File: src/rtl/em_pkg.sv
// Package em_pkg
// Shared widths and the result word type for the edge meter.
// Assumes all result words are the same width.
package em_pkg;
    localparam int RES_W = 32;
    typedef logic [RES_W-1:0] res_t;
endpackage

File: src/rtl/em_sync_edge.sv
// Module em_sync_edge
// Brings an asynchronous input into the clock domain through STAGES flops.
// Flags one cycle for each low-to-high transition of the synchronized value.
// Assumes the input stays at each level for at least two clock cycles.
module em_sync_edge #(
    parameter int STAGES = 2
) (
    input  logic clk,
    input  logic rst_n,
    input  logic raw_in,
    output logic rise
);
    localparam int LAST = STAGES;

    logic [LAST:0] chain;

    // shift the raw input through the synchronizer plus one history flop
    always_ff @(posedge clk) begin
        if (!rst_n) chain <= '0;
        else        chain <= {chain[LAST-1:0], raw_in};
    end

    // rising edge seen when the newest synchronized bit is 1 and the older one is 0
    assign rise = chain[LAST-1] & ~chain[LAST];


    rise_single_chk: assert property (@(posedge clk) disable iff (!rst_n)
        rise |=> !rise);
endmodule

File: src/rtl/em_gate_timer.sv
// Module em_gate_timer
// Free-running counter over GATE_CYCLES reference cycles.
// Pulses gate_end in the last cycle of each gate.
// Reports the ticks counted in the gate that is closing.
// Assumes GATE_CYCLES >= 2.
module em_gate_timer
    import em_pkg::*;
#(
    parameter int unsigned GATE_CYCLES = 100_000_000
) (
    input  logic clk,
    input  logic rst_n,
    output logic gate_end,
    output res_t gate_ticks
);
    localparam int TW = (GATE_CYCLES > 1) ? $clog2(GATE_CYCLES) : 1;
    localparam logic [TW-1:0] LAST_TICK = TW'(GATE_CYCLES - 1);

    logic [TW-1:0] tick;

    // advance the tick count and wrap it at the end of the gate
    always_ff @(posedge clk) begin
        if (!rst_n)        tick <= '0;
        else if (gate_end) tick <= '0;
        else               tick <= tick + 1'b1;
    end

    // the gate closes on its last tick
    assign gate_end = (tick == LAST_TICK);

    // ticks elapsed in the gate, including the closing one
    assign gate_ticks = res_t'(tick) + res_t'(1);


    gate_wrap_chk: assert property (@(posedge clk) disable iff (!rst_n)
        gate_end |=> (tick == '0));

    gate_step_chk: assert property (@(posedge clk) disable iff (!rst_n)
        (!gate_end && $past(rst_n)) |=> (tick == $past(tick) + 1'b1));
endmodule

File: src/rtl/em_event_accum.sv
// Module em_event_accum
// Keeps two counts of detected edges:
//   - a per-gate window count, restarted after each gate;
//   - a saturating event total, cleared on request.
// Presents the next values of both, so the closing edge of a gate sees
// the edge detected in its own cycle.
module em_event_accum
    import em_pkg::*;
#(
    parameter int EVENT_W = 32
) (
    input  logic clk,
    input  logic rst_n,
    input  logic rise,
    input  logic clear,
    input  logic gate_end,
    output res_t win_total,
    output res_t ev_total
);
    localparam logic [EVENT_W-1:0] EV_MAX = '1;

    res_t               win_cnt;
    logic [EVENT_W-1:0] ev_cnt;
    logic [EVENT_W-1:0] ev_next;

    // window total including this cycle's edge
    assign win_total = win_cnt + res_t'(rise);

    // event total next value: a clear wins, otherwise count up to the ceiling
    always_comb begin
        if (clear)                       ev_next = '0;
        else if (rise && ev_cnt != EV_MAX) ev_next = ev_cnt + 1'b1;
        else                             ev_next = ev_cnt;
    end

    assign ev_total = res_t'(ev_next);

    // window count restarts after each gate
    always_ff @(posedge clk) begin
        if (!rst_n)        win_cnt <= '0;
        else if (gate_end) win_cnt <= '0;
        else               win_cnt <= win_total;
    end

    // event total register
    always_ff @(posedge clk) begin
        if (!rst_n) ev_cnt <= '0;
        else        ev_cnt <= ev_next;
    end


    win_restart_chk: assert property (@(posedge clk) disable iff (!rst_n)
        gate_end |=> (win_cnt == '0));

    ev_clear_chk: assert property (@(posedge clk) disable iff (!rst_n)
        clear |=> (ev_cnt == '0));

    ev_sat_chk: assert property (@(posedge clk) disable iff (!rst_n)
        (ev_cnt == EV_MAX && !clear) |=> (ev_cnt == EV_MAX));
endmodule

File: src/rtl/edge_meter.sv
// Module edge_meter
// Top level of the frequency meter and event counter.
// At each gate end, both result words are loaded together according to
// mode_count:
//   - frequency mode: halved edge count, then reference ticks;
//   - counter mode: event total, then halved edge count.
// Assumes a conditioned input whose pulses last at least two cycles.
module edge_meter
    import em_pkg::*;
#(
    parameter int unsigned GATE_CYCLES = 100_000_000,
    parameter int          EVENT_W     = 32,
    parameter int          SYNC_STAGES = 2
) (
    input  logic        clk,
    input  logic        rst_n,
    input  logic        sig_in,
    input  logic        mode_count,
    input  logic        count_clear,
    output logic [31:0] res_a,
    output logic [31:0] res_b,
    output logic        res_valid
);
    logic rise;
    logic gate_end;
    res_t gate_ticks;
    res_t win_total;
    res_t ev_total;
    res_t freq_half;

    em_sync_edge #(.STAGES(SYNC_STAGES)) i_sync (
        .clk    (clk),
        .rst_n  (rst_n),
        .raw_in (sig_in),
        .rise   (rise)
    );

    em_gate_timer #(.GATE_CYCLES(GATE_CYCLES)) i_gate (
        .clk        (clk),
        .rst_n      (rst_n),
        .gate_end   (gate_end),
        .gate_ticks (gate_ticks)
    );

    em_event_accum #(.EVENT_W(EVENT_W)) i_accum (
        .clk       (clk),
        .rst_n     (rst_n),
        .rise      (rise),
        .clear     (count_clear),
        .gate_end  (gate_end),
        .win_total (win_total),
        .ev_total  (ev_total)
    );

    // reported frequency is half the edge count
    assign freq_half = win_total >> 1;

    // load both words together at the gate end
    always_ff @(posedge clk) begin
        if (!rst_n) begin
            res_a     <= '0;
            res_b     <= '0;
            res_valid <= 1'b0;
        end else begin
            res_valid <= gate_end;
            if (gate_end) begin
                res_a <= mode_count ? ev_total : freq_half;
                res_b <= mode_count ? freq_half : gate_ticks;
            end
        end
    end


    res_hold_chk: assert property (@(posedge clk) disable iff (!rst_n)
        (!res_valid && $past(rst_n)) |-> ($stable(res_a) && $stable(res_b)));

    valid_pulse_chk: assert property (@(posedge clk) disable iff (!rst_n)
        res_valid |=> !res_valid);
endmodule

File: config.mk
export PLATFORM = sky130hd
export DESIGN_NAME = edge_meter
export DESIGN_NICKNAME = d
export VERILOG_FILES = /design/src/rtl/em_pkg.sv /design/src/rtl/em_sync_edge.sv /design/src/rtl/em_gate_timer.sv /design/src/rtl/em_event_accum.sv /design/src/rtl/edge_meter.sv
export SDC_FILE = /design/constraint.sdc
export NUM_CORES = 1
export LEC_CHECK = 0
export ABC_CLOCK_PERIOD_IN_PS = 3000
export CAP_MARGIN = 40
export CORE_AREA = 2 2 150 152
export DETAILED_ROUTE_END_ITERATION = 8
export DIE_AREA = 0 0 152 154
export PLACE_DENSITY_LB_ADDON = 0.2
export SETUP_SLACK_MARGIN = 0.3
export SLEW_MARGIN = 20
export SYNTH_ARGS = -nofsm -noshare
export SYNTH_HDL_FRONTEND = slang
export SYNTH_SLANG_ARGS = --single-unit
File: constraint.sdc
create_clock -name clk -period 3 [get_ports clk]
set_clock_uncertainty 0.2 [all_clocks]
set_input_delay 0.6 -clock clk [delete_from_list [all_inputs] [get_ports clk]]
set_output_delay 0.6 -clock clk [all_outputs]
set_load 0.005 [all_outputs]
======== Word level (Yosys, flattened, before mapping) ========
Index checks and enable logic that the tools add are counted.
storage, ports and cells
  register bits ........................... 159
  input port bits ......................... 5
  output and inout port bits .............. 65
  logic and storage cells ................. 22
cells by class
  add/sub/neg operators ................... 4
  eq/ne operators ......................... 2
  mux-type cells .......................... 4
  bitwise logic cells ..................... 3
  reduce and logical (&&, ||, !) cells .... 2
operators with widths
  operator                                                          number
  32-bit two-way mux                                                4
  32-bit by 1-bit adder with 32-bit output                          1
  32-bit by 1-bit adder with 32-bit output (second input constant)  1
  32-bit != test (second input constant)                            1
  27-bit by 1-bit adder with 28-bit output (second input constant)  1
  27-bit by 1-bit adder with 27-bit output (second input constant)  1
  27-bit == test (second input constant)                            1
  1-bit inverter                                                    2
  2-bit OR reduction                                                1
  1-bit bitwise AND                                                 1
  1-bit logical AND                                                 1

======== Longest topological paths before layout ========
Gate-level depths: netlist of the first run.
  word-level depth ........................ 6
  depth in mapped cells ................... 10
  gate-level depth less buffers ........... 10

======== Modules after synthesis ========
A second synthesis of the first run with hierarchy kept.
second synthesis, totals
  cell total of the unflattened synthesis .. 860
  area total of the unflattened synthesis .. 7,698.6 um^2
modules (own cells, without submodules)
  module          instances  cells an instance  area an instance (um^2)  seq. area each (um^2)
  em_event_accum  1          390                3,253.1                  1,281.2
  edge_meter      1          286                2,817.7                  1,301.2
  em_gate_timer   1          177                1,535.2                  540.5
  em_sync_edge    1          7                  92.6                     60.1

======== Worst setup path before layout of the first run ========
OpenSTA, ideal clock, no wires.
  path kind ............................... reg-to-reg
  start point ............................. reg i_sync.chain[2]
  end point ............................... reg res_a[27]
  library setup time ...................... 0.076 ns
  arrival time ............................ 2.269 ns
  required time ........................... 2.724 ns
  setup slack ............................. 0.456 ns
  cell stages (with the launch flop) ...... 11
  buffers on the path ..................... 0
  period minus slack after synthesis ...... 2.544 ns
  cells stage by stage .................... dfxtp_1 -> nand2b_1 -> inv_1 -> ha_1 -> ha_1 -> nand2_1 -> nor4_2 -> nand4_1 -> xor2_1 -> o31a_1 -> o22ai_1
on the way
  word-level cells in the longest chain between the ends .. 6
  elaborated cells on any way between the ends .. 7
  those cells by class .................... 1 x add/sub; 3 x mux; 2 x bitwise; 1 x reduce/logical
ends and longest elaborated chain
  element                                                                           RTL line            source
  start, declared                                                                   em_sync_edge.sv:15  logic [LAST:0] chain;
  start signal, assigned                                                            em_sync_edge.sv:20  else chain <= {chain[LAST-1:0], raw_in};
  1-bit inverter *                                                                  em_sync_edge.sv:24  assign rise = chain[LAST-1] & ~chain[LAST];
  1-bit bitwise AND *                                                               em_sync_edge.sv:24
  branches (longest 3 deep; another with 32-bit by 1-bit adder with 32-bit output)  n/a
  32-bit two-way mux *                                                              edge_meter.sv:67    res_a <= mode_count ? ev_total : freq_half;
  end signal, assigned                                                              edge_meter.sv:67
  end, declared                                                                     edge_meter.sv:20    output logic [31:0] res_a,
Mark *: on every way between the ends.
A chain may end at the register's enable or synchronous reset.

======== Final worst setup path of the first run ========
  start point ............................. reg i_gate.tick[12]
  end point ............................... reg res_b[16]
on the way
  word-level cells in the longest chain between the ends .. 2
  elaborated cells on any way between the ends .. 3
  those cells by class .................... 1 x add/sub; 1 x eq/ne; 1 x mux
ends and longest elaborated chain
  element                                   RTL line             source
  start, declared                           em_gate_timer.sv:19  logic [TW-1:0] tick;
  start signal, assigned                    em_gate_timer.sv:25  else tick <= tick + 1'b1;
  27-bit by 1-bit adder with 28-bit output  em_gate_timer.sv:32  assign gate_ticks = res_t'(tick) + res_t'(1);
  32-bit two-way mux                        edge_meter.sv:68     res_b <= mode_count ? freq_half : gate_ticks;
  end signal, assigned                      edge_meter.sv:68
  end, declared                             edge_meter.sv:21     output logic [31:0] res_b,
Several ways; a longest one is shown, not always the timed one.

==> results by group, run 1 <==
Status
  – Status: completed

Die
  – Row count: 54
  – Die area: 23,400 sq um
  – Starting Density: 29.8%
  – Die Y: 154 microns
  – Core area: 21,700 sq um
  – Die W: 152 microns
  – Ports: 70

Clock network
  – Worst-path clk slew: 0.06 ns
  – Num CTS Buffers: 17
  – CTS tree: yes
  – Root Buffer: clkbuf_16
  – H-tree Lvls: 4
  – Max clock buf depth: 2
  – Num Clock Sinks: 158
  – Clock latency on the worst-skew pair: 0.43 ns

GRT
  – Antenna violations before repair: 0
  – Global-route usage over all layers: 15.1%
  – Vias in the first global route: 5,022
  – Largest net degree at the start of global routing: 49
  – Grt ovf: 0
  – First-pass GRT wire length: 27,900 microns

Route
  – Drc violations: 0
  – Vias post-DR: 5,213
  – DR iter-0 viols: 350
  – Drt first pass iters: 4
  – DRT Wirelength: 17,400 microns
  – DRT antenna net count: 0
  – Wire length per cell: 16.3 microns
  – DR vias/cell: 4.86

Placed design
  – IO buf count: 68
  – Placed Cells: 1,047
  – Dpl hpwl: 12,600 microns
  – GPL Wtd Cong: 0.771
  – Placement Cell Area: 7460 sq um

Cells and area
  – Layout Utilization: 37.0%
  – Multi-input logic area: 3170 sq um
  – Filler instances: 2,218
  – Register Area: 3160 sq um
  – P&R area growth vs syn: 23.9%
  – Final net count: 797
  – Antenna cell count: 0
  – Share of layout cells above drive strength 1: 8.45%
  – Final Instance Area: 8020 sq um
  – Non-Filler Instances: 1,073

Yosys
  – Commonest cells in the netlist: dfxtp_1, nor2_1, nand2_1
  – Number of flops mapped to enable cells by yosys: 0
  – Share of flip-flops with an asynchronous set or reset: 0%
  – Mapped Avg Cell Area: 8.98 sq um
  – Sequential share of the synthesized area: 48.9%
  – Syn nets: 729
  – Netlist cell types: 51
  – Top post-synthesis cells by area: dfxtp_1, xor2_1, nor2_1, xnor2_1, nand3_1
  – Largest area contributor in the netlist: dfxtp_1
  – Mapped Cells: 720
  – #FFs+latches synth: 158
  – Top-count cell post-synth: dfxtp_1
  – Share of the synthesized area in the top cell type: 48.9%
  – Post-Syn Area: 6470 sq um
  – Ys flop type: dfxtp_1
  – Synth Warn #: 0

STA
  – Fin Setup TNS: 0 ns
  – Worst slew pin tran: 0.707 ns
  – Slew Limit Fails: 0
  – Max_slew headroom: 52.7%
  – Crit share post-route: 85.6%
  – RSZ-0062 raised after global routing: no
  – Max Clk Rate: 0.389 GHz
  – Final min period: 2.57 ns
  – Hold Fails Final Rpt: 0
  – Endpoints failing setup: 0

Power and ir drop
  – Sw frac: 21.1%
  – Final Power: 4.02 mW
  – Switching pwr: 0.849 mW
  – Clock share of power: 45.4%
  – Worst VDD drop: 0.000326 V
  – Leak: 2.71 nW
  – Gate power share: 2.1%
  – Internal power: 3.17 mW
  – Power per cell area: 501 nW/um^2
  – Sequential share of power: 52.5%

Worst setup path
  – Crit path DAT: 2.68 ns
  – R2r worst-path depth: 6
  – R2R Path Start: i_gate.tick[12]
  – Crit-path max FO: 33
  – CP peak stage delay: 0.53 ns
  – Crit path launch type: register
  – CP max-delay cell: or4_1
  – Req. time, crit path: 3.12 ns
  – Buf/Inv on CP: 1
  – Crit Path Class: reg -> reg
  – Cell family with most CP delay: simple AND/OR/NAND/NOR gates
  – CP endpoint kind: register
  – FF-to-FF setup slack: 0.43 ns
  – Critical R2R Capture: res_b[16]
  – Crit-path cells: or4_1 -> nor4b_1 -> nand4b_1 -> buf_4 -> or2_2 -> o221a_2

Worst hold path
  – Worst hold start: res_b[25]
  – WHS Endpoint: res_b[25]
  – Hold Path Depth: 2
  – HP Class: reg -> reg

Job
  – Max-cap violations: 0
## cell usage in the layout, fill, tap and decap left out, drive strengths merged, types with 13 or more instances in the layout
| master | netlist | final |
|---|---|---|
| nand4 | 26 | 26 |
| buf | 11 | 19 |
| nor2 | 101 | 101 |
| nand2 | 53 | 53 |
| nor3 | 22 | 22 |
| and3 | 22 | 22 |
| dfxtp | 158 | 158 |
| o21ai | 44 | 44 |
| nand3 | 47 | 47 |
| xnor2 | 35 | 35 |
| clkbuf | 27 | 21 |
| a21oi | 13 | 13 |
| xor2 | 51 | 51 |
| and2 | 17 | 17 |
| clkdlybuf4s50 | 0 | 68 |
## registers in the layout (all words and copies together) (netlist names)
signal and count:
res_valid 1, i_accum.ev_cnt 32, i_accum.win_cnt 32, res_a 32
i_sync.chain 3, res_b 31, i_gate.tick 27
## worst max-delay path by stage
stage | start | endpoint | slack, ns | cells after the start
after detailed placement | i_sync.chain[2] | res_a[29] | 0.27 | 11
after floorplan | i_sync.chain[2] | res_a[27] | 0.46 | 10
final | i_gate.tick[12] | res_b[16] | 0.43 | 6
after global placement | i_accum.ev_cnt[16] | res_a[4] | 0.29 | 7
after CTS | i_gate.tick[12] | res_b[17] | 0.31 | 7
after global routing | i_gate.tick[2] | res_a[1] | 0.30 | 5
## layer usage
metal  up-vias  share of wire (%)  track usage (%)
li1       2648                  -                -
met4         0                1.5             4.94
met1      2457                 50             21.0
met3        21                3.9             3.38
met2        87                 45             23.1
met5         -                  0                0
## worst min-delay path, stage by stage, from the launching register on
cell and delay, ns:
dfxtp_1 0.32, nand2_1 0.04, o21ai_0 0.05
## per-stage QoR
| stage | hold slack, ns | setup slack (ns) |
|---|---|---|
| global route | 0.284 | 0.301 |
| detailed placement | 0.246 | 0.265 |
| CTS | 0.259 | 0.314 |
| global placement | 0.239 | 0.292 |
| floorplan | 0.212 | 0.456 |
| finish | 0.248 | 0.432 |
## logic make-up (layout without fill, tap and decap cells)
group	Yosys count	after routing	share of synthesized area [%]
xor+xnor	86	86	11.6
mux	1	1	0.155
buf+inv	46	119	3.17
compound gates	103	103	10.3
other cells	1	1	0.0580
flops	158	158	48.9
simple gates	321	321	25.0
fa+ha+maj	4	4	0.774
## area by class of cell
cell class / instances / share of cell area, %
Timing Repair Buffer: 87 / 10.4
Multi-Input combinational cell: 516 / 39.5
Clock buffer: 21 / 5.62
Inverter: 8 / 0.375
Clock inverter: 3 / 0.250
Sequential cell: 158 / 39.5
Tap cell: 280 / 4.37
## power by group through the flow
stage	clock network [mW]	registers [mW]	logic, mW
finish	1.82	2.11	0.0852
CTS	1.88	2.11	0.0841
global placement	0	2.15	0.0845
floorplan	0	2.15	0.0515
detailed placement	0	2.15	0.0835
global route	1.96	2.11	0.0947
## timing repair
item | in CTS | in global routing
resized for setup | 3 | 11
hold buffers | 0 | 0
cloned | 0 | 0
endpoints found under the setup margin | 5 | 48
buffers inserted | 0 | 2
pin swaps | 0 | 3
Power figures use the tool's default switching activity.
==> run 2, diff against run 1 <==
Settings changed: ABC_AREA from default to 1, CAP_MARGIN 40 to 25, CORE_AREA 2 2 150 152 to 2 2 168 170, DIE_AREA 0 0 152 154 to 0 0 170 172.
==> run 2 against run 1 <==
Net effect: largest cell class unchanged; via count rose by 54%; largest power group is now clock; fmax is 5.5% higher; wire length up 45%.
==> results by group, run 2 <==
GRT
  – First-pass GRT wire length: 40,600 microns (was 27,900 microns)
  – Vias in the first global route: 7,637 (was 5,022)
  – Global-route usage over all layers: 17.9% (was 15.1%)
  – Grt ovf: 0 (unchanged)
  – Antenna violations before repair: 0 (unchanged)
  – Largest net degree at the start of global routing: 50 (was 49)

Yosys
  – Ys flop type: dfxtp_1 (unchanged)
  – Largest area contributor in the netlist: dfxtp_1 (unchanged)
  – Syn nets: 1,310 (was 729)
  – Top post-synthesis cells by area: dfxtp_1, nand2_1, nor2_1, nand3_1, inv_1 (was dfxtp_1, xor2_1, nor2_1, xnor2_1, nand3_1)
  – Share of the synthesized area in the top cell type: 38.9% (was 48.9%)
  – Synth Area in Adders: 0.615% (was 0.774%)
  – Post-synthesis mux area share: 0% (was 0.155%)
  – Sequential share of the synthesized area: 38.9% (was 48.9%)
  – Post-Synth Simple-Gate Area: 46.0% (was 25.0%)
  – Synth Warn #: 0 (unchanged)
  – Largest family of logic cells by synthesized area: simple AND/OR/NAND/NOR gates (unchanged)
  – Share of flip-flops with an asynchronous set or reset: 0% (unchanged)
  – Mapped Avg Cell Area: 6.25 sq um (was 8.98 sq um)
  – Mapped Cells: 1,301 (was 720)
  – #FFs+latches synth: 158 (unchanged)
  – Top-count cell post-synth: nand2_1 (was dfxtp_1)
  – Post-Syn Area: 8130 sq um (was 6470 sq um)
  – Netlist cell types: 32 (was 51)
  – Complex-gate fraction of the synthesized area: 3.40% (was 10.3%)
  – Commonest cells in the netlist: nand2_1, nor2_1, dfxtp_1 (was dfxtp_1, nor2_1, nand2_1)
  – Number of flops mapped to enable cells by yosys: 0 (unchanged)
  – Synth Area in XOR/XNOR: 2.48% (was 11.6%)

Die
  – Die Y: 172 microns (was 154 microns)
  – Row count: 61 (was 54)
  – Core area: 27,500 sq um (was 21,700 sq um)
  – Die area: 29,200 sq um (was 23,400 sq um)
  – Starting Density: 29.6% (was 29.8%)
  – Ports: 70 (unchanged)
  – Die W: 170 microns (was 152 microns)

Route
  – Wire length per cell: 14.6 microns (was 16.3 microns)
  – Drt first pass iters: 7 (was 4)
  – Vias post-DR: 8,035 (was 5,213)
  – DRT antenna net count: 0 (unchanged)
  – DR iter-0 viols: 505 (was 350)
  – Drc violations: 0 (unchanged)
  – DR vias/cell: 4.64 (was 4.86)
  – DRT Wirelength: 25,200 microns (was 17,400 microns)

Placed design
  – Placed Cells: 1,696 (was 1,047)
  – IO buf count: 68 (unchanged)
  – Dpl hpwl: 19,500 microns (was 12,600 microns)
  – GPL Wtd Cong: 0.890 (was 0.771)

Cells and area
  – Multi-input logic area: 4310 sq um (was 3170 sq um)
  – Filler instances: 3,020 (was 2,218)
  – Most frequent cells in the layout: nand2_1, nor2_1, dfxtp_1 (was dfxtp_1, nor2_1, clkdlybuf4s50_1)
  – Layout Utilization: 35.9% (was 37.0%)
  – Leading cell type in the layout, fill and taps excluded: nand2_1 (was dfxtp_1)
  – Register Area: 3160 sq um (unchanged)
  – Share of layout cells above drive strength 1: 5.78% (was 8.45%)
  – Largest regs: i_accum.ev_cnt x32, i_accum.win_cnt x32, res_a x32 (unchanged)
  – P&R area growth vs syn: 21.1% (was 23.9%)
  – Non-Filler Instances: 1,730 (was 1,073)
  – Final net count: 1,380 (was 797)
  – Antenna cell count: 0 (unchanged)

STA
  – Hold Fails Final Rpt: 0 (unchanged)
  – RSZ-0062 raised after global routing: no (unchanged)
  – Fin Setup TNS: 0 ns (unchanged)
  – Worst slew pin tran: 0.595 ns (was 0.707 ns)
  – Max Clk Rate: 0.411 GHz (was 0.389 GHz)
  – Crit share post-route: 81.1% (was 85.6%)
  – Slew Limit Fails: 0 (unchanged)
  – Final min period: 2.43 ns (was 2.57 ns)
  – Max_slew headroom: 60.3% (was 52.7%)
  – Endpoints failing setup: 0 (unchanged)

Worst setup path
  – Crit path launch type: register (unchanged)
  – CP endpoint kind: register (unchanged)
  – Crit Path Class: reg -> reg (unchanged)
  – CP max-delay cell: dfxtp_1 (was or4_1)
  – Crit path DAT: 2.62 ns (was 2.68 ns)
  – Req. time, crit path: 3.18 ns (was 3.12 ns)
  – Crit-path max FO: 5 (was 33)
  – Critical path depth: 13 (was 6)
  – Buf/Inv on CP: 3 (was 1)
  – Crit-path cells: nand2_1 -> inv_2 -> ha_2 -> ha_1 -> nand3_1 -> inv_1 -> nand2_1 -> or2_2 -> nand2_1 -> nand4_1 -> nand2_1 -> inv_1 -> nand2_1 (was or4_1 -> nor4b_1 -> nand4b_1 -> buf_4 -> or2_2 -> o221a_2)
  – Cell family with most CP delay: simple AND/OR/NAND/NOR gates (unchanged)
  – R2r worst-path depth: 13 (was 6)
  – Most used cell, CP: nand2_1
  – CP peak stage delay: 0.33 ns (was 0.53 ns)

Worst hold path
  – Hold Path Depth: 2 (unchanged)
  – HP Class: reg -> reg (unchanged)

Clock network
  – H-tree Lvls: 4 (unchanged)
  – Max clock buf depth: 2 (unchanged)
  – CTS hold repair buffers: 0 (unchanged)
  – Clock latency on the worst-skew pair: 0.44 ns (was 0.43 ns)
  – Root Buffer: clkbuf_16 (unchanged)
  – CTS tree: yes (unchanged)
  – Num CTS Buffers: 17 (unchanged)
  – Num Clock Sinks: 158 (unchanged)
  – Worst-path clk slew: 0.07 ns (was 0.06 ns)

Power and ir drop
  – Power per cell area: 446 nW/um^2 (was 501 nW/um^2)
  – Worst VDD drop: 0.000426 V (was 0.000326 V)
  – Leak: 3.63 nW (was 2.71 nW)

Status
  – Status: completed (unchanged)

Job
  – Max-cap violations: 0 (unchanged)
## run 2: changes by cell type after synthesis, moves of 22 or more
cell	before	now
xnor2_1	35	10
nor2_1	101	268
nand2_1	53	438
inv_1	8	130
nand3_1	47	98
xor2_1	51	13
and3_1	22	0
## run 2: layer usage
layer  global-route usage (%)  part of all wire [%]
met1                     23.6                    47
met2                     29.5                    46
met3                     3.43                   4.4
met4                     5.39                   1.8
met5                        0                     0
## run 2: where the power goes
| part | switching, mW | leakage (nW) | internal, mW |
|---|---|---|---|
| clock | 0.998 | 0.285 | 1.17 |
| combinational | 0.0797 | 2.07 | 0.0305 |
| sequential | 0.00654 | 1.27 | 2.10 |
## run 2: area by class of cell
class                           count  share of cell area [%]
Tap cell                          346                    4.39
Multi-Input combinational cell    975                    43.8
Clock inverter                     15                    1.54
Inverter                          133                    5.07
Clock buffer                       17                    4.32
Sequential cell                   158                    32.1
Timing Repair Buffer               86                    8.79
## run 2: repair_timing
item                                    CTS  global route
gates resized for setup                   0             5
endpoints found under the setup margin    0            13
setup buffers                             0             2
## run 2: logic make-up (layout without fill, tap and decap cells)
kind of cell,Yosys count,in the layout
and+or+nand+nor,893,893
buffers and inverters,168,251
DFF,158,158
AOI/OAI and AO/OA,54,54
xor gates and xnor gates,23,23
adders and majority gates,4,4
other,1,1
## run 2: path summary, 6_finish.rpt
path,startpoint,end,slack [ns]
worst min-delay path,i_sync.chain[0],i_sync.chain[1],0.22
worst max-delay path,i_sync.chain[1],res_a[7],0.57
worst max register to register,i_sync.chain[1],res_a[7],0.57
worst min register to register,i_sync.chain[0],i_sync.chain[1],0.22
## run 2: worst register-to-register path, stage by stage, from the launching register on
cell	delay [ns]
dfxtp_1	0.33
nand2_1	0.11
inv_2	0.12
ha_2	0.22
ha_1	0.23
nand3_1	0.21
inv_1	0.10
nand2_1	0.11
or2_2	0.31
nand2_1	0.11
nand4_1	0.11
nand2_1	0.11
inv_1	0.05
nand2_1	0.05
## run 2: per-stage QoR
step | instance area [sq um] | hold slack, ns | power [mW] | setup slack (ns)
global placement | 9230 | 0.211 | 2.27 | 0.452
finish | 9850 | 0.221 | 4.39 | 0.567
detailed placement | 9230 | 0.203 | 2.27 | 0.410
CTS | 9800 | 0.222 | 4.44 | 0.395
global route | 9850 | 0.249 | 4.54 | 0.343
floorplan | 8130 | 0.190 | 2.23 | 0.789
==> run 3, diff against run 2 <==
Settings changed: ABC_CLOCK_PERIOD_IN_PS 3000 to 2000.
Clock period 3 ns to 2 ns, I/O delays scaled along.
==> run 3 against run 2 <==
Net effect: the flow now finishes with violations (setup timing); utilization increased by 16 points; register-to-register slack got worse by 0.66 ns; hold slack got worse by 0.0012 ns; critical path type unchanged; highest routed layer unchanged.
==> results by group, run 3 (synthesized netlist as in run 2, its figures left out) <==
Route
  – Vias post-DR: 9,236 (was 8,035)
  – DR vias/cell: 4.77 (was 4.64)
  – Wire length per cell: 16.0 microns (was 14.6 microns)
  – Drc violations: 0 (unchanged)
  – DR iter-0 viols: 578 (was 505)
  – DRT Wirelength: 30,900 microns (was 25,200 microns)
  – DRT antenna net count: 0 (unchanged)
  – Drt first pass iters: 5 (was 7)

Worst hold path
  – HP Class: reg -> reg (unchanged)

Cells and area
  – Leading cell type in the layout, fill and taps excluded: nand2_1 (unchanged)
  – P&R area growth vs syn: 74.6% (was 21.1%)
  – Most frequent cells in the layout: nand2_1, nor2_1, buf_4 (was nand2_1, nor2_1, dfxtp_1)
  – Largest regs: i_accum.ev_cnt x32, i_accum.win_cnt x32, res_a x32 (unchanged)
  – Final Instance Area: 14,200 sq um (was 9850 sq um)
  – Share of layout cells above drive strength 1: 45.2% (was 5.78%)
  – Final net count: 1,585 (was 1,380)
  – Non-Filler Instances: 1,935 (was 1,730)
  – Layout Utilization: 51.7% (was 35.9%)
  – Antenna cell count: 0 (unchanged)

Placed design
  – Placed Cells: 1,812 (was 1,696)
  – GPL Wtd Cong: 0.921 (was 0.890)
  – Dpl hpwl: 20,200 microns (was 19,500 microns)
  – Placement Cell Area: 10,400 sq um (was 9230 sq um)
  – IO buf count: 68 (unchanged)

GRT
  – GR Util met2: 36.5% (was 29.5%)
  – Vias in the first global route: 8,678 (was 7,637)
  – Grt met3 use: 2.79% (was 3.43%)
  – Most used routing layer: met2 (unchanged)
  – Largest net degree at the start of global routing: 33 (was 50)
  – M1 GR Usage: 25.6% (was 23.6%)
  – Grt ovf: 0 (unchanged)
  – Global-route usage over all layers: 20.4% (was 17.9%)
  – Antenna violations before repair: 0 (unchanged)
  – First-pass GRT wire length: 46,100 microns (was 40,600 microns)

Die
  – Row count: 61 (unchanged)
  – Die W: 170 microns (unchanged)
  – Die Y: 172 microns (unchanged)
  – Die area: 29,200 sq um (unchanged)
  – Core area: 27,500 sq um (unchanged)
  – Ports: 70 (unchanged)
  – Starting Density: 29.6% (unchanged)

Worst setup path
  – Crit path DAT: 2.27 ns (was 2.62 ns)
  – FF-to-FF setup slack: -0.1 ns (was 0.57 ns)
  – Crit Path Class: reg -> reg (unchanged)
  – Req. time, crit path: 2.17 ns (was 3.18 ns)
  – Crit-path max FO: 6 (was 5)
  – Crit path launch type: register (unchanged)
  – CP endpoint kind: register (unchanged)

Clock network
  – CTS hold repair buffers: 0 (unchanged)
  – Max clock buf depth: 2 (unchanged)
  – Num CTS Buffers: 17 (unchanged)
  – Clock latency on the worst-skew pair: 0.43 ns (was 0.44 ns)
  – Num Clock Sinks: 158 (unchanged)
  – CTS tree: yes (unchanged)
  – H-tree Lvls: 4 (unchanged)
  – Root Buffer: clkbuf_16 (unchanged)
  – Worst-path clk slew: 0.06 ns (was 0.07 ns)

STA
  – Final min period: 2.10 ns (was 2.43 ns)
  – Final hold slack: 0.220 ns (was 0.221 ns)
  – Slew Limit Fails: 0 (unchanged)
  – Crit share post-route: 105% (was 81.1%)
  – Setup WS post-layout: -0.0952 ns (was 0.567 ns)
  – Endpoints failing setup: 56 (was 0)
  – RSZ-0062 raised after global routing: yes (was no)
  – Hold Fails Final Rpt: 0 (unchanged)
  – Max Clk Rate: 0.477 GHz (was 0.411 GHz)

Power and ir drop
  – Leak: 6.10 nW (was 3.63 nW)
  – Worst VDD drop: 0.000424 V (was 0.000426 V)
  – Power per cell area: 492 nW/um^2 (was 446 nW/um^2)
  – Final Power: 6.99 mW (was 4.39 mW)

Status
  – Failing checks: setup timing
  – Status: finished with violations (was completed)

Job
  – Max-cap violations: 0 (unchanged)
==> run 3: cell types whose count changed in the layout (fill, tap and decap cells not counted), sizes merged <==
cell           delta
buf             +200
bufinv            +1
clkbuf            +7
clkdlybuf4s50    -64
clkinv            +5
dlygate4sd2      +62
dlymetal6s2s      +2
inv               -8
==> run 3: final timing paths <==
kind / start / to / cells past startpoint
worst min-delay path: i_sync.chain[0] / i_sync.chain[1] / 2
worst max-delay path: i_gate.tick[1] / res_b[20] / 12
worst min register to register: i_sync.chain[0] / i_sync.chain[1] / 2
worst max register to register: i_gate.tick[1] / res_b[20] / 12
==> run 3: layout make-up <==
cell class | instances | area, sq um
Fill cell | 2651 | 13300
Multi-Input combinational cell | 975 | 6220
Sequential cell | 158 | 3260
Timing Repair Buffer | 290 | 3140
Inverter | 133 | 529
Clock buffer | 20 | 468
Tap cell | 346 | 433
Clock inverter | 12 | 135
Timing Repair inverter | 1 | 6.26
==> run 3: critical path, stage by stage, from the launching register on <==
cell	delay [ns]
dfxtp_2	0.35
ha_4	0.16
buf_6	0.11
nand2_4	0.05
nor2_4	0.09
nand4_1	0.10
nor2_2	0.17
nand3_2	0.12
nor2_4	0.17
buf_12	0.16
clkbuf_16	0.17
nand3_2	0.09
nand3_2	0.08
==> run 3: what timing repair did <==
item                                   CTS  global route
pin swaps                               98            99
endpoints found under the hold margin    0             0
gates cloned                            17             5
gates resized for setup                400           298
setup endpoints to repair              218           157
buffers inserted                        50            19
==> run 3: metrics by stage <==
| stage | TNS (ns) | worst slack, ns |
|---|---|---|
| 6_report | -2.19 | -0.0952 |
| 5_1_grt | -10.65 | -0.186 |
| 4_1_cts | -0.167 | -0.0508 |
| 3_5_place_dp | -2.44 | -0.0965 |
| 3_3_place_gp | -1.31 | -0.0736 |
| 2_1_floorplan | 0 | 0.146 |
==> run 3: layer usage <==
layer  wire, microns  vias to the layer above  share of wire, %
met5               0                        -                 0
met4             528                        0               1.7
met3            1020                       41               3.3
met2           16000                      174                52
met1           13400                     4419                43
li1                -                     4602                 -
==> run 3: power by group <==
group / total [mW] / leakage [nW] / internal, mW / switching, mW
sequential: 3.15 / 1.31 / 3.14 / 0.0102
clock: 3.38 / 0.295 / 1.96 / 1.43
combinational: 0.455 / 4.50 / 0.228 / 0.227
total: 6.99 / 6.10 / 5.32 / 1.66
